File: src/rtl/rxq_pkg.sv
package rxq_pkg;
  typedef enum logic [1:0] {
    CYC_IDLE    = 2'd0,
    CYC_ACTIVE  = 2'd1,
    CYC_RELEASE = 2'd2
  } cyc_state_t;
endpackage

File: src/rtl/rxq_sync.sv
module rxq_sync #(
  parameter int unsigned W = 4,
  parameter logic [W-1:0] RST_VAL = '0
) (
  input  logic         clk,
  input  logic         rst_n,
  input  logic [W-1:0] d,
  output logic [W-1:0] q
);
  for (genvar i = 0; i < W; i++) begin : g_bit
    logic s1, s2;
    always_ff @(posedge clk or negedge rst_n) begin
      if (!rst_n) begin
        s1 <= RST_VAL[i];
        s2 <= RST_VAL[i];
      end else begin
        s1 <= d[i];
        s2 <= s1;
      end
    end
    assign q[i] = s2;
  end
endmodule

File: src/rtl/rxq_fifo.sv
module rxq_fifo #(
  parameter int unsigned DW    = 32,
  parameter int unsigned DEPTH = 8
) (
  input  logic          clk,
  input  logic          rst_n,
  input  logic          in_valid,
  output logic          in_ready,
  input  logic [DW-1:0] in_data,
  input  logic          pop,
  output logic [DW-1:0] head,
  output logic          empty
);
  localparam int unsigned AW = (DEPTH > 1) ? $clog2(DEPTH) : 1;
  localparam int unsigned CW = $clog2(DEPTH + 1);
  localparam logic [CW-1:0] FULL_CNT = CW'(DEPTH);
  localparam logic [AW-1:0] LAST_IX  = AW'(DEPTH - 1);

  logic [DW-1:0] mem [DEPTH];
  logic [AW-1:0] wp, rp;
  logic [CW-1:0] cnt;
  logic          do_push, do_pop;

  assign in_ready = (cnt != FULL_CNT);
  assign empty    = (cnt == '0);
  assign do_push  = in_valid && in_ready;
  assign do_pop   = pop && !empty;
  assign head     = mem[rp];

  always_ff @(posedge clk) begin
    if (do_push) mem[wp] <= in_data;
  end

  always_ff @(posedge clk or negedge rst_n) begin
    if (!rst_n) begin
      wp  <= '0;
      rp  <= '0;
      cnt <= '0;
    end else begin
      if (do_push) wp <= (wp == LAST_IX) ? '0 : wp + 1'b1;
      if (do_pop)  rp <= (rp == LAST_IX) ? '0 : rp + 1'b1;
      case ({do_push, do_pop})
        2'b10:   cnt <= cnt + 1'b1;
        2'b01:   cnt <= cnt - 1'b1;
        default: cnt <= cnt;
      endcase
    end
  end
endmodule

File: src/rtl/rxq_cycle_fsm.sv
module rxq_cycle_fsm
  import rxq_pkg::*;
(
  input  logic clk,
  input  logic rst_n,
  input  logic strb_on,
  input  logic fsel_s,
  input  logic a1_s,
  input  logic mode_16,
  input  logic fifo_empty,
  output logic cyc_start,
  output logic drive,
  output logic pop,
  output logic uf_set
);
  cyc_state_t state;
  logic mine_q, a1_q, empty_q;

  always_ff @(posedge clk or negedge rst_n) begin
    if (!rst_n) begin
      state   <= CYC_IDLE;
      mine_q  <= 1'b0;
      a1_q    <= 1'b0;
      empty_q <= 1'b0;
    end else begin
      case (state)
        CYC_IDLE: if (strb_on) begin
          state   <= CYC_ACTIVE;
          mine_q  <= fsel_s;
          a1_q    <= a1_s;
          empty_q <= fifo_empty;
        end
        CYC_ACTIVE:  if (!strb_on) state <= CYC_RELEASE;
        CYC_RELEASE: state <= strb_on ? CYC_ACTIVE : CYC_IDLE;
        default:     state <= CYC_IDLE;
      endcase
    end
  end

  assign cyc_start = (state == CYC_IDLE) && strb_on && fsel_s;
  assign uf_set    = cyc_start && fifo_empty;
  assign drive     = (state == CYC_ACTIVE) && mine_q;
  assign pop       = (state == CYC_RELEASE) && !strb_on && mine_q && !empty_q
                     && (!mode_16 || a1_q);
endmodule

File: src/rtl/rxq_burst_port.sv
module rxq_burst_port #(
  parameter int unsigned BUS_W = 32,
  parameter int unsigned DEPTH = 8
) (
  input  logic             clk,
  input  logic             rst_n,
  input  logic             wr_valid,
  output logic             wr_ready,
  input  logic [BUS_W-1:0] wr_data,
  input  logic             cs_n,
  input  logic             rd_n,
  input  logic             fsel,
  input  logic [7:1]       addr,
  input  logic             mode_16,
  output logic [BUS_W-1:0] data_out,
  output logic             data_oe_lo,
  output logic             data_oe_hi,
  output logic             uf_flag,
  input  logic             uf_clr
);
  localparam int unsigned HALF = BUS_W / 2;

  logic [3:0]       sync_q;
  logic             strb_on, fsel_s, a1_s;
  logic [BUS_W-1:0] head;
  logic             fifo_empty, fifo_pop, cyc_start, drive, uf_set;
  logic [BUS_W-1:0] data_q;
  logic             unused_addr;

  assign unused_addr = ^addr[7:2];

  rxq_sync #(.W(4), .RST_VAL(4'b1100)) u_sync (
    .clk(clk), .rst_n(rst_n),
    .d({cs_n, rd_n, fsel, addr[1]}),
    .q(sync_q)
  );
  assign strb_on = !sync_q[3] && !sync_q[2];
  assign fsel_s  = sync_q[1];
  assign a1_s    = sync_q[0];

  rxq_fifo #(.DW(BUS_W), .DEPTH(DEPTH)) u_fifo (
    .clk(clk), .rst_n(rst_n),
    .in_valid(wr_valid), .in_ready(wr_ready), .in_data(wr_data),
    .pop(fifo_pop), .head(head), .empty(fifo_empty)
  );

  rxq_cycle_fsm u_fsm (
    .clk(clk), .rst_n(rst_n),
    .strb_on(strb_on), .fsel_s(fsel_s), .a1_s(a1_s),
    .mode_16(mode_16), .fifo_empty(fifo_empty),
    .cyc_start(cyc_start), .drive(drive), .pop(fifo_pop), .uf_set(uf_set)
  );

  always_ff @(posedge clk or negedge rst_n) begin
    if (!rst_n) begin
      data_q <= '0;
    end else if (cyc_start) begin
      if (fifo_empty)   data_q <= '0;
      else if (mode_16) data_q <= {{HALF{1'b0}}, a1_s ? head[BUS_W-1:HALF] : head[HALF-1:0]};
      else              data_q <= head;
    end
  end

  always_ff @(posedge clk or negedge rst_n) begin
    if (!rst_n)       uf_flag <= 1'b0;
    else if (uf_set)  uf_flag <= 1'b1;
    else if (uf_clr)  uf_flag <= 1'b0;
  end

  assign data_out   = data_q;
  assign data_oe_lo = drive;
  assign data_oe_hi = drive && !mode_16;
endmodule

File: config.mk
export PLATFORM = sky130hd
export DESIGN_NAME = rxq_burst_port
export DESIGN_NICKNAME = d
export VERILOG_FILES = /design/src/rtl/rxq_pkg.sv /design/src/rtl/rxq_sync.sv /design/src/rtl/rxq_fifo.sv /design/src/rtl/rxq_cycle_fsm.sv /design/src/rtl/rxq_burst_port.sv
export SDC_FILE = /design/constraint.sdc
export NUM_CORES = 1
export LEC_CHECK = 0
export ABC_CLOCK_PERIOD_IN_PS = 7070
export CORE_UTILIZATION = 55
export DETAILED_ROUTE_END_ITERATION = 16
export PLACE_DENSITY = 0.85
export SYNTH_ARGS = -nofsm -noshare
export SYNTH_HDL_FRONTEND = slang
export SYNTH_SLANG_ARGS = --single-unit
export TNS_END_PERCENT = 50
File: constraint.sdc
create_clock -name clk -period 7.07 [get_ports clk]
set_clock_uncertainty 0.15 [all_clocks]
set_input_delay 1.414 -clock clk [delete_from_list [all_inputs] [get_ports clk]]
set_output_delay 1.414 -clock clk [all_outputs]
set_load 0.05 [all_outputs]
==> summary.txt <==
STATUS
------------------------------------------------------------------------------
Run status ...................................................... complete, no violations

POWER
------------------------------------------------------------------------------
Share of total power in combinational logic .....................        26.5%
Internal power component ........................................      3.81 mW
Cell leakage power ..............................................      4.65 nW
Fraction of power spent switching nets ..........................        30.5%
Switching power total ...........................................      1.67 mW
Power share of the clock group ..................................        27.8%
Power density over cell area ....................................   394 nW/µm²
Share of power burned in registers ..............................        45.6%
Maximum vdd ir drop .............................................       284 µV

ROUTING
------------------------------------------------------------------------------
DRC Markers .....................................................            0
Starting DRT DRC Count ..........................................          585
Total number of vias ............................................         5878
Total routed wirelength .........................................     23900 µm
DR WL/cell ......................................................      24.8 µm
Number of detailed-route iterations in the first pass ...........            5
Ratio of routed vias to standard cells ..........................         6.10
Count of nets left with antenna violations after detail routing .            0

TIMING
------------------------------------------------------------------------------
Setup tns final .................................................         0 ps
Final worst path period share ...................................        62.2%
Final max-slew violation count ..................................            0
Unrepaired setup endpoints after global routing .................           no
Final hold violations ...........................................            0
Min Hold Slack ..................................................       209 ps
Slew at the pin closest to its max-slew limit ...................      1020 ps
Setup-failing EPs final .........................................            0
Final setup slack of the worst path .............................      2670 ps
Final Critical Period ...........................................      4400 ps
Maximum clock frequency .........................................    0.227 GHz
Max-Slew Margin vs Limit ........................................        32.1%

GLOBAL ROUTING
------------------------------------------------------------------------------
Wire length of the first global-routing pass ....................     36400 µm
Total routing resource utilization after global routing .........        22.6%
Overall overflow remaining after global route ...................            0
Antenna violations before repair ................................            2
Maximum number of pins on one net before global-route repair ....           67
Vias in the first global route ..................................         6209

YOSYS
------------------------------------------------------------------------------
Post-synth EDFFs ................................................          256
Share of synthesized registers carrying an async set or reset ...        17.9%
Main flop type after synthesis ..................................     edfxtp_1
Number of cells produced by synthesis ...........................          573
Synthesized area ................................................    11900 µm²
Count of cell types in the netlist ..............................           41
Number of warning messages in the yosys log .....................            0
Largest area contributor in the netlist .........................     edfxtp_1
Post-Synthesis Mean Instance Area ...............................     20.7 µm²
FF+latch count, synth ...........................................          312
Net count after synthesis .......................................          627
Sequential-to-total area share from yosys stat ..................        76.7%
Top-count cell post-synth .......................................     edfxtp_1
Synth top cells by count ........................................ edfxtp_1 (256), mux4_2 (64), dfrtp_1 (52)
Share of Yosys cell area claimed by the top area cell type ......        64.8%
Most area-consuming cells after synthesis ....................... edfxtp_1 (65%), mux4_2 (12%), dfrtp_1 (11%)

CTS
------------------------------------------------------------------------------
Postcts setup bufs ..............................................            0
TritonCTS clock tree ............................................        built
Clock transition at path regs ...................................        60 ps
Clock buffers created by TritonCTS ..............................           30
CTS sink cnt ....................................................          312
H-tree levels ...................................................            1
Clock latency at the later pin of the worst-skew pair ...........       540 ps
Root Buffer Master ..............................................    clkbuf_16
Number of hold buffers added after CTS ..........................            0
Number of instances resized during post-cts repair ..............            0
Maximum clock insertion buffer count ............................            3

FLOORPLAN
------------------------------------------------------------------------------
Number of standard-cell rows in the floorplan ...................           53
Die Area ........................................................    22200 µm²
Floorplan Core Area .............................................    21100 µm²
Vert. Die Dim ...................................................       149 µm
Initial Util ....................................................        56.2%
IO Pins .........................................................           83
Horiz. Die Dim ..................................................       149 µm

FINISH
------------------------------------------------------------------------------
Net count of the finished layout ................................          718
Fraction of final layout cells sized beyond drive strength 1 ....        20.3%
Synthesis-to-finish area growth .................................        17.3%
Share of the core filled with cells in the final layout .........        66.0%
Post-layout instance count excluding filler cells ...............          964

PLACE
------------------------------------------------------------------------------
HPWL after detailed placement ...................................     13300 µm
DP Cell Count ...................................................          907
Placer Congestion ...............................................        0.794
DP Worst Slack ..................................................      2700 ps
IO Port Bufs ....................................................           76

WORST SETUP PATH
------------------------------------------------------------------------------
Required time at the endpoint of the critical path ..............      5510 ps
Reg-to-reg slack, setup .........................................      4110 ps
Worst R2R End ................................................... data_out[10]$_DFFE_PN0P_
Reg2reg start ................................................... u_fsm.state[0]$_DFFE_PN0P_
Type of destination of the critical path ........................   output pin
R2R cell count ..................................................            4
Maximum fanout along the worst path .............................            4
Data arrival time of the critical path ..........................      2830 ps
Critical path class ............................................. input pin to output pin
Critical path launch point type .................................    input pin

WORST HOLD PATH
------------------------------------------------------------------------------
Min-delay src ................................................... u_sync.g_bit[0].s1$_DFF_PN0_
Hold Crit Endpoint .............................................. u_sync.g_bit[0].s2$_DFF_PN0_
Cell depth of the worst min-delay path ..........................            0
Worst Hold Class ................................................ register to register

FLOW RUN
------------------------------------------------------------------------------
Maxcap violations ...............................................            0

[per-stage QoR]
step / area (µm²) / power, mW
global route: 13900 / 5.69
global placement: 13000 / 3.94
finish: 13900 / 5.48
detailed placement: 13000 / 4.01
CTS: 13900 / 5.53
floorplan: 11900 / 3.51
[kinds of logic (layout without fill, tap and decap cells)]
| kind of cell | count (synthesis) | after routing | synth area share (%) |
|---|---|---|---|
| flip-flops | 312 | 312 | 76.7 |
| multiplexers | 102 | 102 | 15.4 |
| AND/OR/NAND/NOR | 63 | 63 | 2.72 |
| AO/OA/AOI/OAI | 52 | 52 | 2.85 |
| buffers and inverters | 32 | 147 | 1.22 |
| adder cells (fa/ha/maj) | 7 | 7 | 0.738 |
| XOR/XNOR | 5 | 5 | 0.369 |
| other | 0 | 1 | 0 |
[worst max path at each step]
stage                   from                          to
floorplan           wr_valid  u_fifo.mem[0][0]$_DFFE_PP_
global placement     mode_16                  data_oe_hi
detailed placement   mode_16                  data_oe_hi
CTS                  mode_16                  data_oe_hi
global route         mode_16                  data_oe_hi
finish               mode_16                  data_oe_hi
[flip-flops by register name, indices dropped and copies added, names as in the netlist]
signal / cells
u_fifo.rp: 3
u_fifo.cnt: 4
u_fsm.mine_q: 1
u_sync.g_bit.s2: 4
u_fifo.wp: 3
u_fsm.empty_q: 1
u_fifo.mem: 256
u_sync.g_bit.s1: 4
u_fsm.a1_q: 1
uf_flag: 1
u_fsm.state: 2
data_out: 32
[area by class of cell]
class | instances | area (µm²)
antenna | 1 | 2.50
clock buffer | 41 | 823
clock inverter | 15 | 121
fill | 1338 | 7170
inverter | 4 | 15.0
multi-input combinational | 229 | 2670
sequential | 312 | 9100
tap | 275 | 344
timing repair buffer | 87 | 838
[placed cells by master, fill, tap and decap left out, types with 6 or more instances in the layout]
master,instances
clkbuf_16,31
o21ai_1,25
ha_1,7
clkbuf_1,9
mux2i_1,32
edfxtp_1,256
dfrtp_1,49
clkinv_2,6
a2bb2oi_1,9
nand2_1,29
buf_4,11
mux4_2,64
clkdlybuf4s50_1,75
clkinv_1,6
o221ai_1,6
[power by group through the flow]
stage	registers (mW)	clock network (mW)	logic (mW)
finish	2.50	1.53	1.46
global route	2.53	1.61	1.55
global placement	2.50	0	1.43
CTS	2.50	1.54	1.48
detailed placement	2.53	0	1.48
floorplan	2.72	0	0.789
[per-layer routing]
metal / track usage (%) / wire (µm) / part of all wire [%] / up-vias
met1: 30.3 / 9340 / 39 / 3078
met5: 0 / 13 / 0.054 / -
met3: 4.28 / 1820 / 7.6 / 36
met4: 4.34 / 379 / 1.6 / 2
met2: 39.1 / 12400 / 52 / 240
li1: - / - / - / 2522
[worst max-delay path, cell delays in order]
cell and delay (ps):
clkdlybuf4s50_1 480, nor2b_1 140, clkdlybuf4s50_1 800
(Power assumes the default switching activity.)
